$ cat src/rtl/lrsc_pkg.sv
`timescale 1ns/1ps
package lrsc_pkg;
    typedef enum logic [1:0] {
        OP_READ  = 2'b00,
        OP_WRITE = 2'b01,
        OP_RSV   = 2'b10,
        OP_COND  = 2'b11
    } lrsc_op_e;
endpackage

$ cat src/rtl/lrsc_wordmem.sv
`timescale 1ns/1ps
module lrsc_wordmem #(
    parameter int IDX_W  = 6,
    parameter int DATA_W = 32
) (
    input  logic              clk,
    input  logic              rst_n,
    input  logic [IDX_W-1:0]  rd_idx,
    output logic [DATA_W-1:0] rd_data,
    input  logic              wr_en,
    input  logic [IDX_W-1:0]  wr_idx,
    input  logic [DATA_W-1:0] wr_data
);
    localparam int DEPTH = 1 << IDX_W;

    logic [DATA_W-1:0] mem_q [DEPTH];
    logic [DATA_W-1:0] mem_d [DEPTH];

    always_comb begin
        mem_d = mem_q;
        if (wr_en) begin
            mem_d[wr_idx] = wr_data;
        end
    end

    generate
        for (genvar g = 0; g < DEPTH; g++) begin : g_word
            always_ff @(posedge clk) begin
                if (!rst_n) begin
                    mem_q[g] <= '0;
                end else begin
                    mem_q[g] <= mem_d[g];
                end
            end
        end
    endgenerate

    assign rd_data = mem_q[rd_idx];
endmodule

$ cat src/rtl/lrsc_resv.sv
`timescale 1ns/1ps
module lrsc_resv #(
    parameter int IDX_W = 6
) (
    input  logic             clk,
    input  logic             rst_n,
    input  logic             rsv_en,
    input  logic             cond_en,
    input  logic             wr_en,
    input  logic [IDX_W-1:0] req_idx,
    input  logic             snp_en,
    input  logic [IDX_W-1:0] snp_idx,
    output logic             resv_valid,
    output logic [IDX_W-1:0] resv_idx,
    output logic             cond_ok
);
    typedef struct packed {
        logic             valid;
        logic [IDX_W-1:0] idx;
    } resv_t;

    resv_t st_q, st_d;
    logic  snp_on_req;

    always_comb begin
        snp_on_req = snp_en && (snp_idx == req_idx);
        cond_ok    = st_q.valid && (st_q.idx == req_idx) && !snp_on_req;

        st_d = st_q;
        if (snp_en && (snp_idx == st_q.idx)) begin
            st_d.valid = 1'b0;
        end
        if (wr_en && (req_idx == st_q.idx)) begin
            st_d.valid = 1'b0;
        end
        if (cond_en) begin
            st_d.valid = 1'b0;
        end
        if (rsv_en) begin
            st_d.valid = !snp_on_req;
            st_d.idx   = req_idx;
        end
    end

    always_ff @(posedge clk) begin
        if (!rst_n) begin
            st_q <= '0;
        end else begin
            st_q <= st_d;
        end
    end

    assign resv_valid = st_q.valid;
    assign resv_idx   = st_q.idx;
endmodule

$ cat src/rtl/lrsc_monitor.sv
`timescale 1ns/1ps
module lrsc_monitor
    import lrsc_pkg::*;
#(
    parameter int ADDR_W = 8,
    parameter int DATA_W = 32
) (
    input  logic              clk,
    input  logic              rst_n,
    input  logic              req_valid,
    output logic              req_ready,
    input  logic [1:0]        req_op,
    input  logic [ADDR_W-1:0] req_addr,
    input  logic [DATA_W-1:0] req_wdata,
    output logic              rsp_valid,
    output logic [DATA_W-1:0] rsp_rdata,
    output logic              rsp_sc_pass,
    input  logic              snoop_valid,
    input  logic [ADDR_W-1:0] snoop_addr
);
    localparam int IDX_W = ADDR_W - 2;

    typedef struct packed {
        logic              valid;
        logic [DATA_W-1:0] rdata;
        logic              pass;
    } rsp_t;

    rsp_t              rsp_q, rsp_d;
    lrsc_op_e          op;
    logic              fire;
    logic [IDX_W-1:0]  req_idx;
    logic [IDX_W-1:0]  snp_idx;
    logic [DATA_W-1:0] rd_data;
    logic              resv_valid;
    logic [IDX_W-1:0]  resv_idx;
    logic              cond_ok;
    logic              mem_we;
    logic              unused_lowbits;

    assign req_ready      = 1'b1;
    assign fire           = req_valid && req_ready;
    assign op             = lrsc_op_e'(req_op);
    assign req_idx        = req_addr[ADDR_W-1:2];
    assign snp_idx        = snoop_addr[ADDR_W-1:2];
    assign unused_lowbits = ^{req_addr[1:0], snoop_addr[1:0]};
    assign mem_we         = fire && ((op == OP_WRITE) || ((op == OP_COND) && cond_ok));

    lrsc_wordmem #(
        .IDX_W  (IDX_W),
        .DATA_W (DATA_W)
    ) u_mem (
        .clk     (clk),
        .rst_n   (rst_n),
        .rd_idx  (req_idx),
        .rd_data (rd_data),
        .wr_en   (mem_we),
        .wr_idx  (req_idx),
        .wr_data (req_wdata)
    );

    lrsc_resv #(
        .IDX_W (IDX_W)
    ) u_resv (
        .clk        (clk),
        .rst_n      (rst_n),
        .rsv_en     (fire && (op == OP_RSV)),
        .cond_en    (fire && (op == OP_COND)),
        .wr_en      (fire && (op == OP_WRITE)),
        .req_idx    (req_idx),
        .snp_en     (snoop_valid),
        .snp_idx    (snp_idx),
        .resv_valid (resv_valid),
        .resv_idx   (resv_idx),
        .cond_ok    (cond_ok)
    );

    always_comb begin
        rsp_d       = '0;
        rsp_d.valid = fire;
        if (fire) begin
            unique case (op)
                OP_READ, OP_RSV: rsp_d.rdata = rd_data;
                OP_COND:         rsp_d.pass  = cond_ok;
                default:         rsp_d.rdata = '0;
            endcase
        end
    end

    always_ff @(posedge clk) begin
        if (!rst_n) begin
            rsp_q <= '0;
        end else begin
            rsp_q <= rsp_d;
        end
    end

    assign rsp_valid   = rsp_q.valid;
    assign rsp_rdata   = rsp_q.rdata;
    assign rsp_sc_pass = rsp_q.pass;
endmodule

$ cat config.mk
export PLATFORM = sky130hd
export DESIGN_NAME = lrsc_monitor
export DESIGN_NICKNAME = d
export VERILOG_FILES = /design/src/rtl/lrsc_pkg.sv /design/src/rtl/lrsc_wordmem.sv /design/src/rtl/lrsc_resv.sv /design/src/rtl/lrsc_monitor.sv
export SDC_FILE = /design/constraint.sdc
export NUM_CORES = 2
export LEC_CHECK = 0
export BUFFER_PORTS_ARGS = -buffer_cell sky130_fd_sc_hd__buf_2
export CELL_PAD_IN_SITES_DETAIL_PLACEMENT = 0
export CELL_PAD_IN_SITES_GLOBAL_PLACEMENT = 1
export CORE_UTILIZATION = 45
export CTS_BUF_LIST = sky130_fd_sc_hd__clkbuf_2
export CTS_CLUSTER_DIAMETER = 60
export DETAILED_ROUTE_END_ITERATION = 10
export GPL_ROUTABILITY_DRIVEN = 0
export HOLD_SLACK_MARGIN = 0.15
export PLACE_DENSITY = 0.75
export SETUP_SLACK_MARGIN = 0.4
export SYNTH_ARGS = -nofsm -noshare
export SYNTH_HDL_FRONTEND = slang
export SYNTH_SLANG_ARGS = --single-unit
$ cat constraint.sdc
create_clock -name clk -period 4.65 [get_ports clk]
set_clock_uncertainty 0.15 [all_clocks]
set_input_delay 1.395 -clock clk [delete_from_list [all_inputs] [get_ports clk]]
set_output_delay 1.395 -clock clk [all_outputs]
set_load 0.01 [all_outputs]
# After elaboration in Yosys (flattened, before gate mapping)
# Cells that the tools add are included.
# word_totals
regBits	2089
inputBits	54
wordCells	107
# op_classes
order_cmp	2
n_eq_ne	7
muxes	10
bitwise	1
n_reduce_logical	18
# ops
cell	n
bitwise mux 2048 bit	1
binary-select mux 32 bit (select 6 bit)	1
demux 32 bit (select 6 bit)	1
two-way mux 32 bit	3
equality test 6 bit	4
logical AND 1 bit	11
greater-or-equal comparator 7 bit, second input constant	1
< comparator 7 x 1 -> 1 bit, second input constant	1
two-way mux 7 bit	1
inverter 6 -> 7 bit	1
AND reduction 3 bit	2
equality test 2 bit, second input constant	2
nonzero test 4 bit	1
two-way mux 1 bit	3
equality test 2 x 1 -> 1 bit, second input constant	1
logical NOT 2 bit	1
OR reduction 2 bit	1
logical NOT 1 bit	1
logical OR 1 bit	1

# Logic depth before layout (Yosys ltp)
# logic_depth
ltp_word	7
mapped_depth	12
mapped_depth_nobuf	6

# Hierarchy
# Synthesis repeated with hierarchy kept, for this count alone.
# hier_totals
hier_cells	10627
area_unflattened_um2	93408.3
# modules_own_cells
mod	n_inst	cells_per_inst	area_each_um2
lrsc_wordmem	1	10496	91878.1
lrsc_monitor	1	80	1032.2
lrsc_resv	1	51	498.0

# Worst setup path after synthesis
# Ideal clock, no wire load.
# synth_path
path_type	input to register
startpoint	in req_addr[3]
endpoint	reg rsp_q, in the netlist rsp_rdata[9]
setup_time_ns	0.132
arrival_ns	3.357
required_time_ns	4.368
path_slack_ns	1.011
path_stages	11
n_path_buf	5
path_cell_list	buf_2 > buf_2 > buf_2 > buf_2 > buf_2 > mux2i_1 > o22ai_1 > a21oi_1 > o21ai_0 > a221oi_1 > a21oi_1
# synth_between
elab_chain_len	4
# synth_lines
element	line	source
start: declaration	lrsc_monitor.sv:13	input logic [ADDR_W-1:0] req_addr,
inverter 6 -> 7 bit (not written as such)	lrsc_wordmem.sv:38	assign rd_data = mem_q[rd_idx];
binary-select mux 32 bit (select 6 bit)	lrsc_wordmem.sv:38	
two-way mux 32 bit (not written as such) (2 in series)	lrsc_wordmem.sv:38	
end signal: assignment	lrsc_monitor.sv:94	rsp_q <= rsp_d;
end: declaration	lrsc_monitor.sv:29	rsp_t rsp_q, rsp_d;
# No other way between the ends. The select of a mux whose other input is x is not followed.
# A chain may end at the register's enable or synchronous reset.

# Final worst setup path
# layout_path
startpoint	reg rsp_q, in the netlist rsp_rdata[21]
endpoint	out rsp_rdata[21]
# layout_lines
element	line	source
end: declaration	lrsc_monitor.sv:16	output logic [DATA_W-1:0] rsp_rdata,
# No word-level cell between the ends.

==> impl_metrics.toml <==
[clock_tree]
cts.path.max_buffers = 4
cts_sinks = 2089
clockRootBuffer = "clkbuf_2"
cts_buffers = 571
htree_levels = 6
clk_pin_slew_ns = 0.11
clock_latency_ns = 1.94
cts_tree = "built"

[die]
std_cell_rows = 165
die_x_um = 454
core-area_um2 = 203000
die_area_um2 = 207000
die_h_um = 454
pin_count = 89
initial_utilization_pct = 45.4

[cells_and_area]
drive_above_1_share_pct = 19.4
area_growth_syn_to_layout_pct = 10.9
stdcell_count = 12400
nFillCells = 18600
nets = 9432
seqCellArea_um2 = 41800
final_area_um2 = 102000
multiInputGateArea_um2 = 45400

[min_path]
hp-start = "u_mem.mem_q[1915]"
min_path_type = "flip-flop to flip-flop"
worstHoldPathCells = 2
hold_end = "u_mem.mem_q[1915]"

[yosys]
synth_compound_area_share_pct = 6.86
synth_area_um2 = 92100
synth_area_leaders = "dfxtp_1 (45%), mux2i_1 (26%), nand2_1 (8.9%)"
yosysWarnings = 0
ys_seq_area_share_pct = 45.4
synth_top_area_share_pct = 45.4
ys_ff_latch = 2089
synth_common_cells = "mux2i_1 (2,380), nand2_1 (2,189), dfxtp_1 (2,089), clkbuf_1 (547), buf_2 (183)"
synth_top_family_by_area = "multiplexers"
synthArstFlopShare_pct = 0
ys_types = 68
synth_xor_area_share_pct = 0.171
yosys.area_share.simple_pct = 11.0
syn_area_per_cell_um2 = 10.1
synth_enable_flop_cells = 0
synthMuxAreaShare_pct = 31.0
synth_area_leader_cell = "dfxtp_1"
synth_flop_cell = "dfxtp_1"
syn_inst = 9089
syn_nets = 9143
synthAdderAreaFrac_pct = 0
synth_most_common_cell = "mux2i_1"

[timing]
min_period_over_period_pct = 87.0
finalHoldViolations = 0
final_max_slew_viol_count = 0
setup_viol_count_final = 0
worst_pin_slew_ns = 1.41
fmax_ghz = 0.247
relSlewSlack_pct = 5.98
rsz0062_at_grt = "false"
timing.final.crit_period_ns = 4.05

[worst_setup_path]
cp.required_ns = 3.11
path_buf_inv = 1
r2r-end = "u_mem.mem_q[37]"
slowest_stage = "dfxtp_1"
reg2reg_slack_ns = 1.29
cp-end-kind = "output pin"
crit_chain = "buf_2"
critPathMaxFanout = 1
reg2reg_depth = 9
cp-start-kind = "flip-flop"
r2r_start = "u_resv.resv_idx[2]"
startpoint = "rsp_rdata[21]"
critical-path-top-delay-family = "flip-flops"
worst_path_largest_cell_delay_ns = 0.40
critPathKind = "flip-flop to output pin"
arrival_ns = 2.50

[route]
ant_nets = 0
route.detailed.drc = 0
wl_per_cell_um = 27.7
vias_per_cell = 5.96
drt_pre_antenna_iters = 7
routed_wl_um = 345000
drtIter0Drc = 7692
vias = 74100

[job]
max_cap_violations = 0

[power]
leakage_nw = 45.4
peakVddDrop_uv = 228
power.density_nw_per_um2 = 326

[placed_design]
io_buffer_count = 83
numPlacedInstances = 11400
dp_hpwl_um = 210000
place_area_um2 = 96800

[global_routing]
grtUsageTotal_pct = 32.5
grt_start_max_net_pins = 186
grt_pass1_vias = 73100
antenna_found_initial = 10
grt_pass1_wl_um = 494000
grt_overflow = 0

[outcome]
outcome = "complete, no violations"
-- per-stage QoR --
step	util, %	hold WS [ns]	power (mW)	setup slack (ns)	setup TNS (ns)
detailed placement	47.7	0.294	20.6	-0.169	-0.174
global placement	47.7	0.287	20.6	-0.105	-0.105
global route	50.4	0.270	34.6	0.464	0
floorplan	-	0.280	19.5	1.01	0
CTS	50.4	0.159	33.4	0.443	0
finish	50.4	0.307	33.3	0.605	0
-- layout make-up --
type,count,share of cell area [%]
tap,2672,3.27
multi-input combinational,6049,44.5
inverter,6,0.0318
clock inverter,96,0.533
clock buffer,848,4.15
antenna,11,0.0269
sequential,2089,40.9
timing repair buffer,661,6.57
-- power by group --
group	internal, mW	switching [mW]
Clock	5.10	7.92
Sequential	17.9	0.0152
Combinational	0.625	1.76
-- cell families (layout without fill, tap and decap cells) --
family                 count (synthesis)  after routing
AO/OA/AOI/OAI                        909            909
multiplexers                        2658           2658
XOR/XNOR                              18             18
buffers and inverters                951           1611
AND/OR/NAND/NOR                     2463           2463
flip-flops                          2089           2089
other                                  1             12
-- sequential cells by signal, summed over array words and instances, names as in the netlist --
name / count
rsp_sc_pass: 1
rsp_rdata: 32
u_resv.resv_idx: 6
u_mem.mem_q: 2048
u_resv.resv_valid: 1
rsp_valid: 1
-- worst max-delay path by stage --
stage	endpoint	slack, ns	depth (start not counted)
6_report	rsp_rdata[21]	0.60	1
5_1_grt	rsp_rdata[21]	0.46	1
3_3_place_gp	rsp_rdata[23]	-0.11	9
2_1_floorplan	rsp_rdata[9]	1.01	11
4_1_cts	rsp_rdata[1]	0.44	1
3_5_place_dp	rsp_rdata[23]	-0.17	9
-- cells in the final DEF (no fill, tap or decap), types with 10 or more instances in the layout --
| master | count |
|---|---|
| mux2i_1 | 2380 |
| nand2_1 | 2155 |
| dfxtp_1 | 2088 |
| clkbuf_2 | 848 |
| buf_4 | 378 |
| a21oi_1 | 173 |
| a22oi_1 | 144 |
| buf_12 | 142 |
| mux4_2 | 141 |
| mux2_2 | 137 |
| a221oi_1 | 132 |
| o21ai_0 | 127 |
| o22ai_1 | 100 |
| nor2_1 | 79 |
| buf_2 | 79 |
| clkinv_1 | 68 |
| dlygate4sd3_1 | 59 |
| a31oi_1 | 45 |
| nand3_1 | 44 |
| nand3_4 | 40 |
| nand2_2 | 34 |
| a221o_1 | 34 |
| a22o_1 | 33 |
| and3_2 | 23 |
| a211oi_1 | 16 |
| o211ai_1 | 13 |
| o2bb2ai_1 | 12 |
| o22a_1 | 12 |
| diode_2 | 11 |
| inv_2 | 11 |
| nor3_1 | 10 |
-- repair_timing --
item                                    4_1_cts  5_1_grt
endpoints found under the setup margin        1        0
endpoints found under the hold margin      1724        0
gates resized for setup                       1        0
setup buffers                                 0        0
hold buffers                                 59        0
-- worst min-delay path: stages, from the launching register on --
cell and delay [ns]:
dfxtp_1 0.31, nand2_1 0.05, mux2i_1 0.05
-- per-layer routing --
| layer | GRT usage, % | wire length (um) |
|---|---|---|
| met3 | 7.23 | 30200 |
| met4 | 18.5 | 19900 |
| met1 | 41.5 | 142000 |
| met5 | 0 | 32 |
| met2 | 50.4 | 153000 |
Note: power is estimated with default switching activity, not from simulation.
